File: src/rtl/trip_drive_pkg.sv
package trip_drive_pkg;

  // Next value of the power hold-off counter.
  // Power lost: reload the full hold-off. Power good: one step down per ms tick.
  function automatic int unsigned holdoff_next(input int unsigned cur,
                                               input logic power_ok,
                                               input logic tick,
                                               input int unsigned full);
    if (!power_ok)
      return full;
    else if (tick && cur != 0)
      return cur - 1;
    else
      return cur;
  endfunction

  // True on the last cycle of a half period of the solid-state wave.
  function automatic logic half_period_end(input int unsigned cnt,
                                           input int unsigned half);
    return cnt == half - 1;
  endfunction

  // Next value of the divider counter.
  function automatic int unsigned div_next(input int unsigned cnt,
                                           input int unsigned half);
    if (half_period_end(cnt, half))
      return 0;
    else
      return cnt + 1;
  endfunction

endpackage

File: src/rtl/trip_power_guard.sv
module trip_power_guard
  import trip_drive_pkg::*;
#(
  parameter int unsigned HOLDOFF_MS = 600
) (
  input  logic clk,
  input  logic rst_n,
  input  logic ms_tick,
  input  logic pgood_a,
  input  logic pgood_b,
  output logic power_good,
  output logic pwr_block
);

  localparam int unsigned CW = (HOLDOFF_MS > 0) ? $clog2(HOLDOFF_MS + 1) : 1;

  logic [CW-1:0] hold_q;

  assign power_good = pgood_a | pgood_b;

  always_ff @(posedge clk) begin
    if (!rst_n)
      hold_q <= CW'(HOLDOFF_MS);
    else
      hold_q <= CW'(holdoff_next(32'(hold_q), power_good, ms_tick, HOLDOFF_MS));
  end

  assign pwr_block = !power_good || (hold_q != '0);

  // a power loss keeps blocking into the next cycle
  a_r6_loss_blocks_next: assert property (@(posedge clk) disable iff (!rst_n)
    !power_good |=> pwr_block);

  // the counter only moves on a tick while power is good
  a_r6_count_only_on_tick: assert property (@(posedge clk) disable iff (!rst_n)
    (power_good && !ms_tick) |=> $stable(hold_q));

  // power returning never releases the block at once
  a_r6_rise_still_blocked: assert property (@(posedge clk) disable iff (!rst_n)
    $rose(power_good) |-> pwr_block);

endmodule

File: src/rtl/trip_ss_wave.sv
module trip_ss_wave
  import trip_drive_pkg::*;
#(
  parameter int unsigned HALF_DIV = 1953
) (
  input  logic clk,
  input  logic rst_n,
  input  logic enable,
  output logic wave,
  output logic wrap
);

  localparam int unsigned DW = (HALF_DIV > 1) ? $clog2(HALF_DIV) : 1;

  logic [DW-1:0] div_q;
  logic          phase_q;

  assign wrap = enable && half_period_end(32'(div_q), HALF_DIV);

  always_ff @(posedge clk) begin
    if (!rst_n) begin
      div_q   <= '0;
      phase_q <= 1'b0;
    end else if (!enable) begin
      div_q   <= '0;
      phase_q <= 1'b0;
    end else begin
      div_q <= DW'(div_next(32'(div_q), HALF_DIV));
      if (wrap)
        phase_q <= ~phase_q;
    end
  end

  assign wave = phase_q & enable;

  // every new burst starts low
  a_r3_start_low: assert property (@(posedge clk) disable iff (!rst_n)
    $rose(enable) |-> !phase_q);

  // the phase changes within a burst only after a half-period end
  a_r3_toggle_on_wrap: assert property (@(posedge clk) disable iff (!rst_n)
    (enable && $past(enable) && (phase_q != $past(phase_q))) |-> $past(wrap));

endmodule

File: src/rtl/trip_indicator.sv
module trip_indicator (
  input  logic clk,
  input  logic rst_n,
  input  logic drive,
  input  logic latch_en,
  input  logic ind_reset,
  output logic ind
);

  logic latched_q;

  always_ff @(posedge clk) begin
    if (!rst_n)
      latched_q <= 1'b0;
    else if (drive && latch_en)
      latched_q <= 1'b1;
    else if (ind_reset && !drive)
      latched_q <= 1'b0;
    else if (!latch_en)
      latched_q <= 1'b0;
  end

  assign ind = latch_en ? (latched_q | drive) : drive;

  // a lit, latched indicator stays lit without a reset
  a_r9_latch_holds: assert property (@(posedge clk) disable iff (!rst_n)
    (ind && latch_en && !ind_reset) |=> (ind || !latch_en));

  // a reset taken with the drive idle clears the indicator
  a_r9_reset_clears: assert property (@(posedge clk) disable iff (!rst_n)
    ($past(ind_reset) && !$past(drive) && !drive && latch_en) |-> !ind);

endmodule

File: src/rtl/trip_drive.sv
module trip_drive #(
  parameter int unsigned HALF_DIV   = 1953,
  parameter int unsigned HOLDOFF_MS = 600
) (
  input  logic clk,
  input  logic rst_n,
  input  logic ms_tick,
  input  logic trip_held,
  input  logic alarm,
  input  logic pgood_a,
  input  logic pgood_b,
  input  logic latch_en,
  input  logic ind_reset,
  output logic relay_em,
  output logic relay_ss,
  output logic trip_ind
);

  logic power_good;
  logic pwr_block;
  logic drive_ok;
  logic relay_em_q;
  logic ss_wrap;

  trip_power_guard #(.HOLDOFF_MS(HOLDOFF_MS)) u_guard (
    .clk        (clk),
    .rst_n      (rst_n),
    .ms_tick    (ms_tick),
    .pgood_a    (pgood_a),
    .pgood_b    (pgood_b),
    .power_good (power_good),
    .pwr_block  (pwr_block)
  );

  assign drive_ok = trip_held && !alarm && !pwr_block;

  always_ff @(posedge clk) begin
    if (!rst_n)
      relay_em_q <= 1'b0;
    else
      relay_em_q <= drive_ok;
  end

  assign relay_em = relay_em_q;

  trip_ss_wave #(.HALF_DIV(HALF_DIV)) u_wave (
    .clk    (clk),
    .rst_n  (rst_n),
    .enable (relay_em_q),
    .wave   (relay_ss),
    .wrap   (ss_wrap)
  );

  trip_indicator u_ind (
    .clk       (clk),
    .rst_n     (rst_n),
    .drive     (relay_em_q),
    .latch_en  (latch_en),
    .ind_reset (ind_reset),
    .ind       (trip_ind)
  );

  // no drive without a trip request one cycle before
  a_r1_em_needs_trip: assert property (@(posedge clk) disable iff (!rst_n)
    relay_em |-> $past(trip_held));

  // an alarm suppresses the drive on the following cycle
  a_r4_alarm_blocks: assert property (@(posedge clk) disable iff (!rst_n)
    alarm |=> !relay_em);

  // both supplies low suppress the drive on the following cycle
  a_r5_pwr_blocks: assert property (@(posedge clk) disable iff (!rst_n)
    !power_good |=> !relay_em);

  // the solid-state wave exists only under an active drive
  a_r2_ss_gated: assert property (@(posedge clk) disable iff (!rst_n)
    relay_ss |-> relay_em);

  // the wave never turns over in the same cycle the drive starts
  a_r3_no_wrap_at_start: assert property (@(posedge clk) disable iff (!rst_n)
    $rose(relay_em) |-> !ss_wrap || (HALF_DIV == 1));

endmodule

File: config.mk
export PLATFORM = sky130hd
export DESIGN_NAME = trip_drive
export DESIGN_NICKNAME = d
export VERILOG_FILES = /design/src/rtl/trip_drive_pkg.sv /design/src/rtl/trip_power_guard.sv /design/src/rtl/trip_ss_wave.sv /design/src/rtl/trip_indicator.sv /design/src/rtl/trip_drive.sv
export SDC_FILE = /design/constraint.sdc
export NUM_CORES = 1
export LEC_CHECK = 0
export ABC_AREA = 1
export ABC_CLOCK_PERIOD_IN_PS = 4400
export BUFFER_PORTS_ARGS = -buffer_cell sky130_fd_sc_hd__buf_2
export CAP_MARGIN = 20
export CORE_ASPECT_RATIO = 1.25
export CORE_UTILIZATION = 60
export DETAILED_ROUTE_END_ITERATION = 7
export PLACE_DENSITY = 0.87
export REMOVE_ABC_BUFFERS = 1
export SLEW_MARGIN = 20
export SYNTH_ARGS = -nofsm -noshare
export SYNTH_HDL_FRONTEND = slang
export SYNTH_HIERARCHICAL = 1
export SYNTH_SLANG_ARGS = --single-unit
export TNS_END_PERCENT = 30
File: constraint.sdc
create_clock -name clk -period 4.4 [get_ports clk]
set_clock_uncertainty 0.15 [all_clocks]
set_input_delay 0.44 -clock clk [delete_from_list [all_inputs] [get_ports clk]]
set_output_delay 0.44 -clock clk [all_outputs]
set_load 0.01 [all_outputs]
After elaboration in Yosys (flattened, before gate mapping)

Index checks and enable logic that the tools add are counted.

Bits in latches: 0
Flip-flop bits (word level): 24
Logic and storage cells: 34
Output and inout bits: 3
ROM bits: 0
Memories: 0
Memory bits (writable): 0

Multipliers: 0
Bitwise gates (word level): 6
Add/sub/neg operators: 2
Equal/unequal tests: 2
Order comparisons: 0
Muxes and demuxes: 4
Shift-type cells: 0
Reductions and logical operators: 15
Divide/modulo/power cells: 0

Operators with widths:

| cell                                                                     | number |
|---|---|
| 11-bit by 1-bit adder with 11-bit output (second input constant)         | 1 |
| 11-bit == test (second input constant)                                   | 1 |
| 10-bit nonzero test                                                      | 1 |
| 10-bit by 1-bit subtractor with 10-bit output (second input constant)    | 1 |
| 1-bit logical AND                                                        | 6 |
| 1-bit zero test                                                          | 4 |
| 1-bit two-way mux                                                        | 4 |
| 2-bit AND reduction                                                      | 2 |
| 3-bit by 1-bit inequality test with 1-bit output (second input constant) | 1 |
| 1-bit NOT                                                                | 3 |
| 3-bit OR reduction                                                       | 1 |
| 1-bit OR                                                                 | 2 |
| 1-bit bitwise AND                                                        | 1 |
| 1-bit logical OR                                                         | 1 |

Depth between registers and ports, before layout

Gate-level depths: netlist of the first run.

Word-level depth: 5
Depth in mapped cells: 9
Depth with buffers taken out: 8

Hierarchy

The synthesis of the first run kept the hierarchy.

By module, submodules not included:

| module           | seq. area each (um^2) | area an instance (um^2) | cells each | instances |
|---|---|---|---|---|
| trip_ss_wave     | 240.2                 | 629.4                   | 90         | 1 |
| trip_power_guard | 200.2                 | 620.6                   | 100        | 1 |
| trip_indicator   | 20.0                  | 51.3                    | 8          | 1 |
| trip_drive       | 20.0                  | 41.3                    | 6          | 1 |

Worst setup path before layout of the first run

No wires, ideal clock.

Path kind: register to register
Start: register u_guard.hold_q[0]
End: register u_guard.hold_q[4]
Period minus slack after synthesis: 1,448 ps
Setup slack: 2,952 ps
Data arrival time: 1,175 ps
Cell stages (with the launch flop): 10
Data required time: 4,127 ps
Library setup time: 123 ps
Path through: dfxtp_1 > inv_1 > ha_1 > nand2_2 > nor2_2 > nor2_2 > buf_6 > nand2_2 > nand2_1 > nand3_2

Longest elaborated chain between the ends: 2
Elaborated cells on any way between the ends: 3
Those cells by class: add/sub (1); reduce/logical (2)

Ends and longest elaborated chain:

| element                                                                                               | line                   | RTL |
|---|---|---|
| start: declaration                                                                                    | trip_power_guard.sv:17 | `logic [CW-1:0] hold_q;` |
| start signal: assignment                                                                              | trip_power_guard.sv:23 | `hold_q <= CW'(HOLDOFF_MS);` |
| start signal: assignment                                                                              | trip_power_guard.sv:25 | `hold_q <= CW'(holdoff_next(32'(hold_q), power_good, ms_tick, HOLDOFF_MS));` |
| parallel branches: the longest is 2 deep, another holds 10-bit by 1-bit subtractor with 10-bit output | -                      |  |

Several ways; the timed one is not identified.
A chain may end at the register's enable or synchronous reset.

Worst setup path after layout of the first run

Ends and elaborated chain as after synthesis.

==> summary.txt, run 1 <==
Placement
  – Routability cong.: 0.879
  – IO Port Bufs: 11
  – Post-Place Cells: 231
  – Post-DP HPWL: 2040 microns
  – Placement Cell Area: 1390 sq um

Hold path
  – Hold path cells: 4
  – Hold path startpoint: alarm
  – Hold Crit Class: input pin to register
  – Worst Hold Path EP: relay_em

Clocking
  – Post_cts resized: 0
  – Clock root cell: clkbuf_4
  – # hold bufs at CTS: 0
  – Worst skew pair latency: 300 ps
  – TritonCTS buffer count: 3
  – H-tree levels: 1
  – CTS tree: yes
  – Worst-path clk slew: 120 ps
  – Post-CTS Setup Bufs: 0
  – CTS Buffer Depth: 2
  – CTS sink cnt: 24

Worst setup path
  – Worst r2r dst: u_guard/hold_q[4]
  – Startpoint Class: register
  – CP max FO: 11
  – Crit path DAT: 1810 ps
  – Worst Reg2Reg Path Length in Cells: 7
  – R2r startpoint: u_guard/hold_q[0]
  – R2r setup slk: 2690 ps
  – WS Path Type: register to register
  – Crit. End Element: register
  – Critical Path RT: 4500 ps

Timing
  – Slew @ Worst Pin: 424 ps
  – Slew Viols, Final: 0
  – Final setup viols: 0
  – Worst hold margin: 205 ps
  – Final worst path period share: 38.9%
  – Slew margin rel.: 71.7%
  – RSZ-0062 raised after global routing: no
  – Fmax: 0.585 GHz
  – Min Tclk post-route: 1710 ps
  – Setup tns final: 0 ps
  – Final hold violation count: 0

Final layout
  – Area Overhead vs Synth: 6.00%
  – Cell area after layout: 1420 sq um
  – Fraction of layout cells with a size suffix above 1: 15.0%
  – Nets: 228
  – Non-Filler Instances: 234
  – ANT cells: 0

Floorplan
  – Die area: 2420 sq um
  – Initial Utilization: 65.9%
  – IO Pins: 12
  – Horiz. Die Dim: 44.2 microns
  – Die Ht: 54.7 microns
  – Row count: 18
  – Core area: 2030 sq um

Synth
  – Yosys warnings: 6
  – Post-synthesis cell count: 202
  – Synth Cell Area: 1340 sq um
  – Syn Area/Cell: 6.61 sq um

Job
  – Max Cap Violations: 0

Routing
  – Vias: 1228
  – # DRC: 0
  – Final antenna-violating net count: 0
  – TritonRoute pass-1 iters: 4
  – Routed wire length: 2560 microns
  – Vias per std cell: 5.25
  – Drt first-iter violations: 26
  – WL/cell: 10.9 microns

Outcome
  – Outcome: finished, final reports clean

Global route
  – First-pass GRT wire length: 4220 microns
  – Initial antenna violation count: 0
  – GRT overflow: 0
  – Number of global-route vias before repair: 1138
  – Largest net degree at the start of global routing: 13
  – GRT Overall Usage: 23.8%

Pwr
  – Total power: 351 uW
  – Pwr dens: 248 nW/um^2
  – Leak: 0.648 nW
  – Maximum VDD drop: 0.000208 V
per-stage QoR:
| stage | util (%) | worst slack (ps) |
|---|---|---|
| floorplan | - | 2880 |
| global placement | 68.7 | 2780 |
| detailed placement | 68.7 | 2710 |
| CTS | 69.8 | 2690 |
| global route | 69.8 | 2510 |
| finish | 69.8 | 2690 |
how the worst max path moves through the flow:
stage,from,endpoint,slack [ps],cells past startpoint
floorplan,u_guard/hold_q[0],u_guard/hold_q[4],2880,8
global placement,u_guard/hold_q[0],u_guard/hold_q[4],2780,8
detailed placement,u_guard/hold_q[0],u_guard/hold_q[4],2710,7
CTS,u_guard/hold_q[0],u_guard/hold_q[4],2690,7
global route,u_guard/hold_q[0],u_guard/hold_q[2],2510,7
finish,u_guard/hold_q[0],u_guard/hold_q[4],2690,7
area by class of cell:
type                       instances  area (sq um)
clock buffer                       3          22.5
fill                             191           612
inverter                          33           124
multi-input combinational        143           708
sequential                        24           480
tap                               20          25.0
timing repair buffer              11          55.1
cell usage in the layout (no fill, tap or decap), types with 6 or more instances in the layout:
master,count
nor2_1,26
nand3_1,12
dfxtp_1,24
buf_2,11
inv_1,33
nand2_1,61
nand4_1,6
a21oi_1,7
nor2_2,7
worst max-delay path: stages, from the launching register on:
cell and delay [ps]:
dfxtp_1 370, inv_1 100, ha_1 270, nand2_2 120, nor2_2 60, nor2_2 340
nand3_1 160, nand3_2 100
state kept, by name, indices dropped and copies added, names as in the netlist:
name / count
relay_em: 1
u_guard/hold_q: 10
u_ind/latched_q: 1
u_wave/div_q: 11
u_wave/phase_q: 1
per-layer routing:
layer  global-route usage [%]  routed length, microns  up-vias
met1                     22.0                    1020      569
li1                         -                       -      646
met4                     12.1                      33        0
met2                     48.8                    1470        9
met5                        0                       0        -
met3                     3.96                      35        4
where the power goes:
group          internal (mW)  switching [mW]  leakage, nW  total (mW)
clock network         0.0319          0.0586       0.0138      0.0905
registers              0.221         0.00437        0.195       0.226
logic                 0.0121          0.0228        0.439      0.0349
Note: power is estimated with default switching activity, not from simulation.
==> inputs of run 2 (changes only) <==
Settings changed: ABC_AREA 1 to 0, ABC_CLOCK_PERIOD_IN_PS 4400 to 1400, CORE_UTILIZATION 60 to 51, PLACE_DENSITY 0.87 to 0.8.
Clock period 4.4 ns to 1.4 ns, I/O delays scaled along.
==> run 2 against run 1 <==
The flow now finishes with violations (setup timing). Highest routed layer unchanged. Die area is 1.2% higher. Largest cell class unchanged. Power grew to 3.6 times the previous value. Routed wire length is 25% higher. Hold slack worse by 11 ps. Register-to-register slack worse by 3200 ps. Non-clock buffer count is 39 higher. Flip-flop and latch count stayed put. Clock power grew to 4.1 times the previous value. Via count is 2.4% lower. Utilization is 14 points higher.
==> summary.txt, run 2 <==
Final layout
  – Biggest regs: u_wave/div_q (11), u_guard/hold_q (10)
  – ANT cells: 0 (unchanged)
  – Top reg by flops: u_wave/div_q
  – Commonest non-fill, non-tap cell in the layout: buf_4
  – Fraction of layout cells with a size suffix above 1: 42.6% (+28 points)
  – Max reg flops: 11 (unchanged)
  – Commonest non-fill, non-tap cells in the layout: buf_4 (32), dfxtp_1 (17), nor2_1 (13)
  – Layout filler cell count: 113 (-41%)
  – Final Util: 83.5% (+14 points)
  – Nets: 196 (-14%)
  – Area Overhead vs Synth: 48.9%

Routing
  – Vias: 1198 (-2.4%)
  – Drt first-iter violations: 34 (+31%)
  – Final antenna-violating net count: 0 (unchanged)
  – WL/cell: 15.0 microns (+38%)
  – TritonRoute pass-1 iters: 4 (unchanged)
  – Vias per std cell: 5.62 (+7.2%)
  – Routed wire length: 3210 microns (+25%)
  – # DRC: 0 (unchanged)

Hold path
  – Hold path startpoint: ms_tick
  – Hold path cells: 5 (+1)
  – Worst Hold Path EP: u_guard/hold_q[2]
  – Hold Crit Class: input pin to register

Global route
  – GRT Overall Usage: 28.2% (+4.4 points)
  – Number of global-route vias before repair: 1162 (+2.1%)
  – GRT overflow: 0 (unchanged)
  – Largest net degree at the start of global routing: 14 (+1)
  – Initial antenna violation count: 0 (unchanged)
  – First-pass GRT wire length: 4900 microns (+16%)

Clocking
  – Worst skew pair latency: 320 ps (+20 ps)
  – Worst-path clk slew: 130 ps (about the same)
  – CTS tree: yes
  – TritonCTS buffer count: 3 (unchanged)
  – CTS sink cnt: 24 (unchanged)
  – Clock root cell: clkbuf_4
  – CTS Buffer Depth: 2 (unchanged)
  – H-tree levels: 1 (unchanged)

Outcome
  – Outcome: finished, violations left
  – Violated checks: setup timing

Floorplan
  – Core area: 2050 sq um (+1.1%)
  – Die area: 2450 sq um (+1.2%)
  – Die Ht: 55.1 microns (+0.58%)
  – Horiz. Die Dim: 44.4 microns (+0.58%)
  – IO Pins: 12 (unchanged)
  – Initial Utilization: 56.0% (-9.8 points)
  – Row count: 18 (unchanged)

Synth
  – Yosys warnings: 6 (unchanged)
  – Synth Cell Area: 1150 sq um (-14%)
  – Post-synthesis cell count: 131 (-35%)
  – Syn Area/Cell: 8.77 sq um (+33%)

Placement
  – Pre-CTS setup slack: -501 ps (-3210 ps)
  – IO Port Bufs: 11 (unchanged)
  – Routability cong.: 0.837 (-4.7%)
  – Post-DP HPWL: 1980 microns (-3.2%)

Worst setup path
  – CP max stage cell: or4b_4
  – Max incr delay on CP: 550 ps (+180 ps)
  – R2r startpoint: u_guard/hold_q[1]
  – Startpoint Class: register
  – Critical Path RT: 1510 ps (-2990 ps)
  – R2r setup slk: -560 ps (-3250 ps)
  – Crit. End Element: register
  – WS Path Type: register to register
  – Crit path DAT: 2060 ps (+250 ps)
  – CP max FO: 3 (-8)
  – Crit-path cells: or4b_4 > or3_4 > or4_1 > o21ai_1
  – Worst Reg2Reg Path Length in Cells: 4 (-3)
  – Worst r2r dst: u_guard/hold_q[5]

Timing
  – Final worst slack: -556 ps (-3250 ps)
  – Fmax: 0.511 GHz (-13%)
  – Setup tns final: -4100 ps (-4100 ps)
  – Final setup viols: 23 (+23)
  – Slew Viols, Final: 0 (unchanged)
  – Slew @ Worst Pin: 474 ps (+50.2 ps)
  – RSZ-0062 raised after global routing: yes
  – Final worst path period share: 140% (+100 points)
  – Final hold violation count: 0 (unchanged)
  – Worst hold margin: 194 ps (-10.7 ps)
  – Min Tclk post-route: 1960 ps (+246 ps)
  – Slew margin rel.: 68.3% (-3.4 points)

Pwr
  – Pwr dens: 735 nW/um^2 (+200%)
  – Maximum VDD drop: 0.000900 V (+330%)
  – Leak: 0.663 nW (+2.3%)

Job
  – Max Cap Violations: 0 (unchanged)
==> run 2: layout make-up <==
type	count	area (sq um)	share of cell area, %
inverter	8	35.0	2.05
tap	30	37.5	2.19
clock buffer	4	36.3	2.12
multi-input combinational	97	744	43.5
timing repair buffer	50	368	21.5
sequential	24	489	28.6
==> run 2: critical path: cells and delay by family (launching register included) <==
kind            cells  cell delay (ps)
compound gates      1              100
simple gates        3             1300
flops               1              340
==> run 2: per-stage QoR <==
step	power [mW]	cell area [sq um]	cells
floorplan	0.769	1130	129
global placement	0.829	1470	202
detailed placement	0.834	1470	202
CTS	1.24	1660	213
global route	1.31	1710	213
finish	1.26	1710	213
==> run 2: worst max path at each step <==
stage,cells after the start,to,startpoint,slack [ps]
5_1_grt,4,u_guard/hold_q[5],u_guard/hold_q[1],-590
4_1_cts,4,u_guard/hold_q[5],u_guard/hold_q[0],-490
2_1_floorplan,4,u_guard/hold_q[5],u_guard/hold_q[0],-450
6_report,4,u_guard/hold_q[5],u_guard/hold_q[1],-560
3_3_place_gp,4,u_guard/hold_q[5],u_guard/hold_q[0],-430
3_5_place_dp,7,relay_em,u_guard/hold_q[0],-500
==> run 2: where the power goes <==
group          internal, mW  switching [mW]
combinational        0.0992          0.0815
sequential            0.694         0.00935
clock                 0.159           0.213
==> run 2: what timing repair did <==
item | in CTS | in global routing
endpoints found under the setup margin | 23 | 23
gates resized for setup | 20 | 12
setup buffers | 2 | 0
hold buffers | 5 | 0
pin swaps | 3 | 6
hold endpoints to repair | 2 | 0
==> run 2: layer usage <==
layer  vias to the layer above  global-route usage (%)  part of all wire [%]
met1                       586                    27.8                    40
met4                         0                    20.7                   3.1
met3                        10                    1.95                   2.3
li1                        577                       -                     -
met5                         -                       0                     0
met2                        25                    54.9                    54
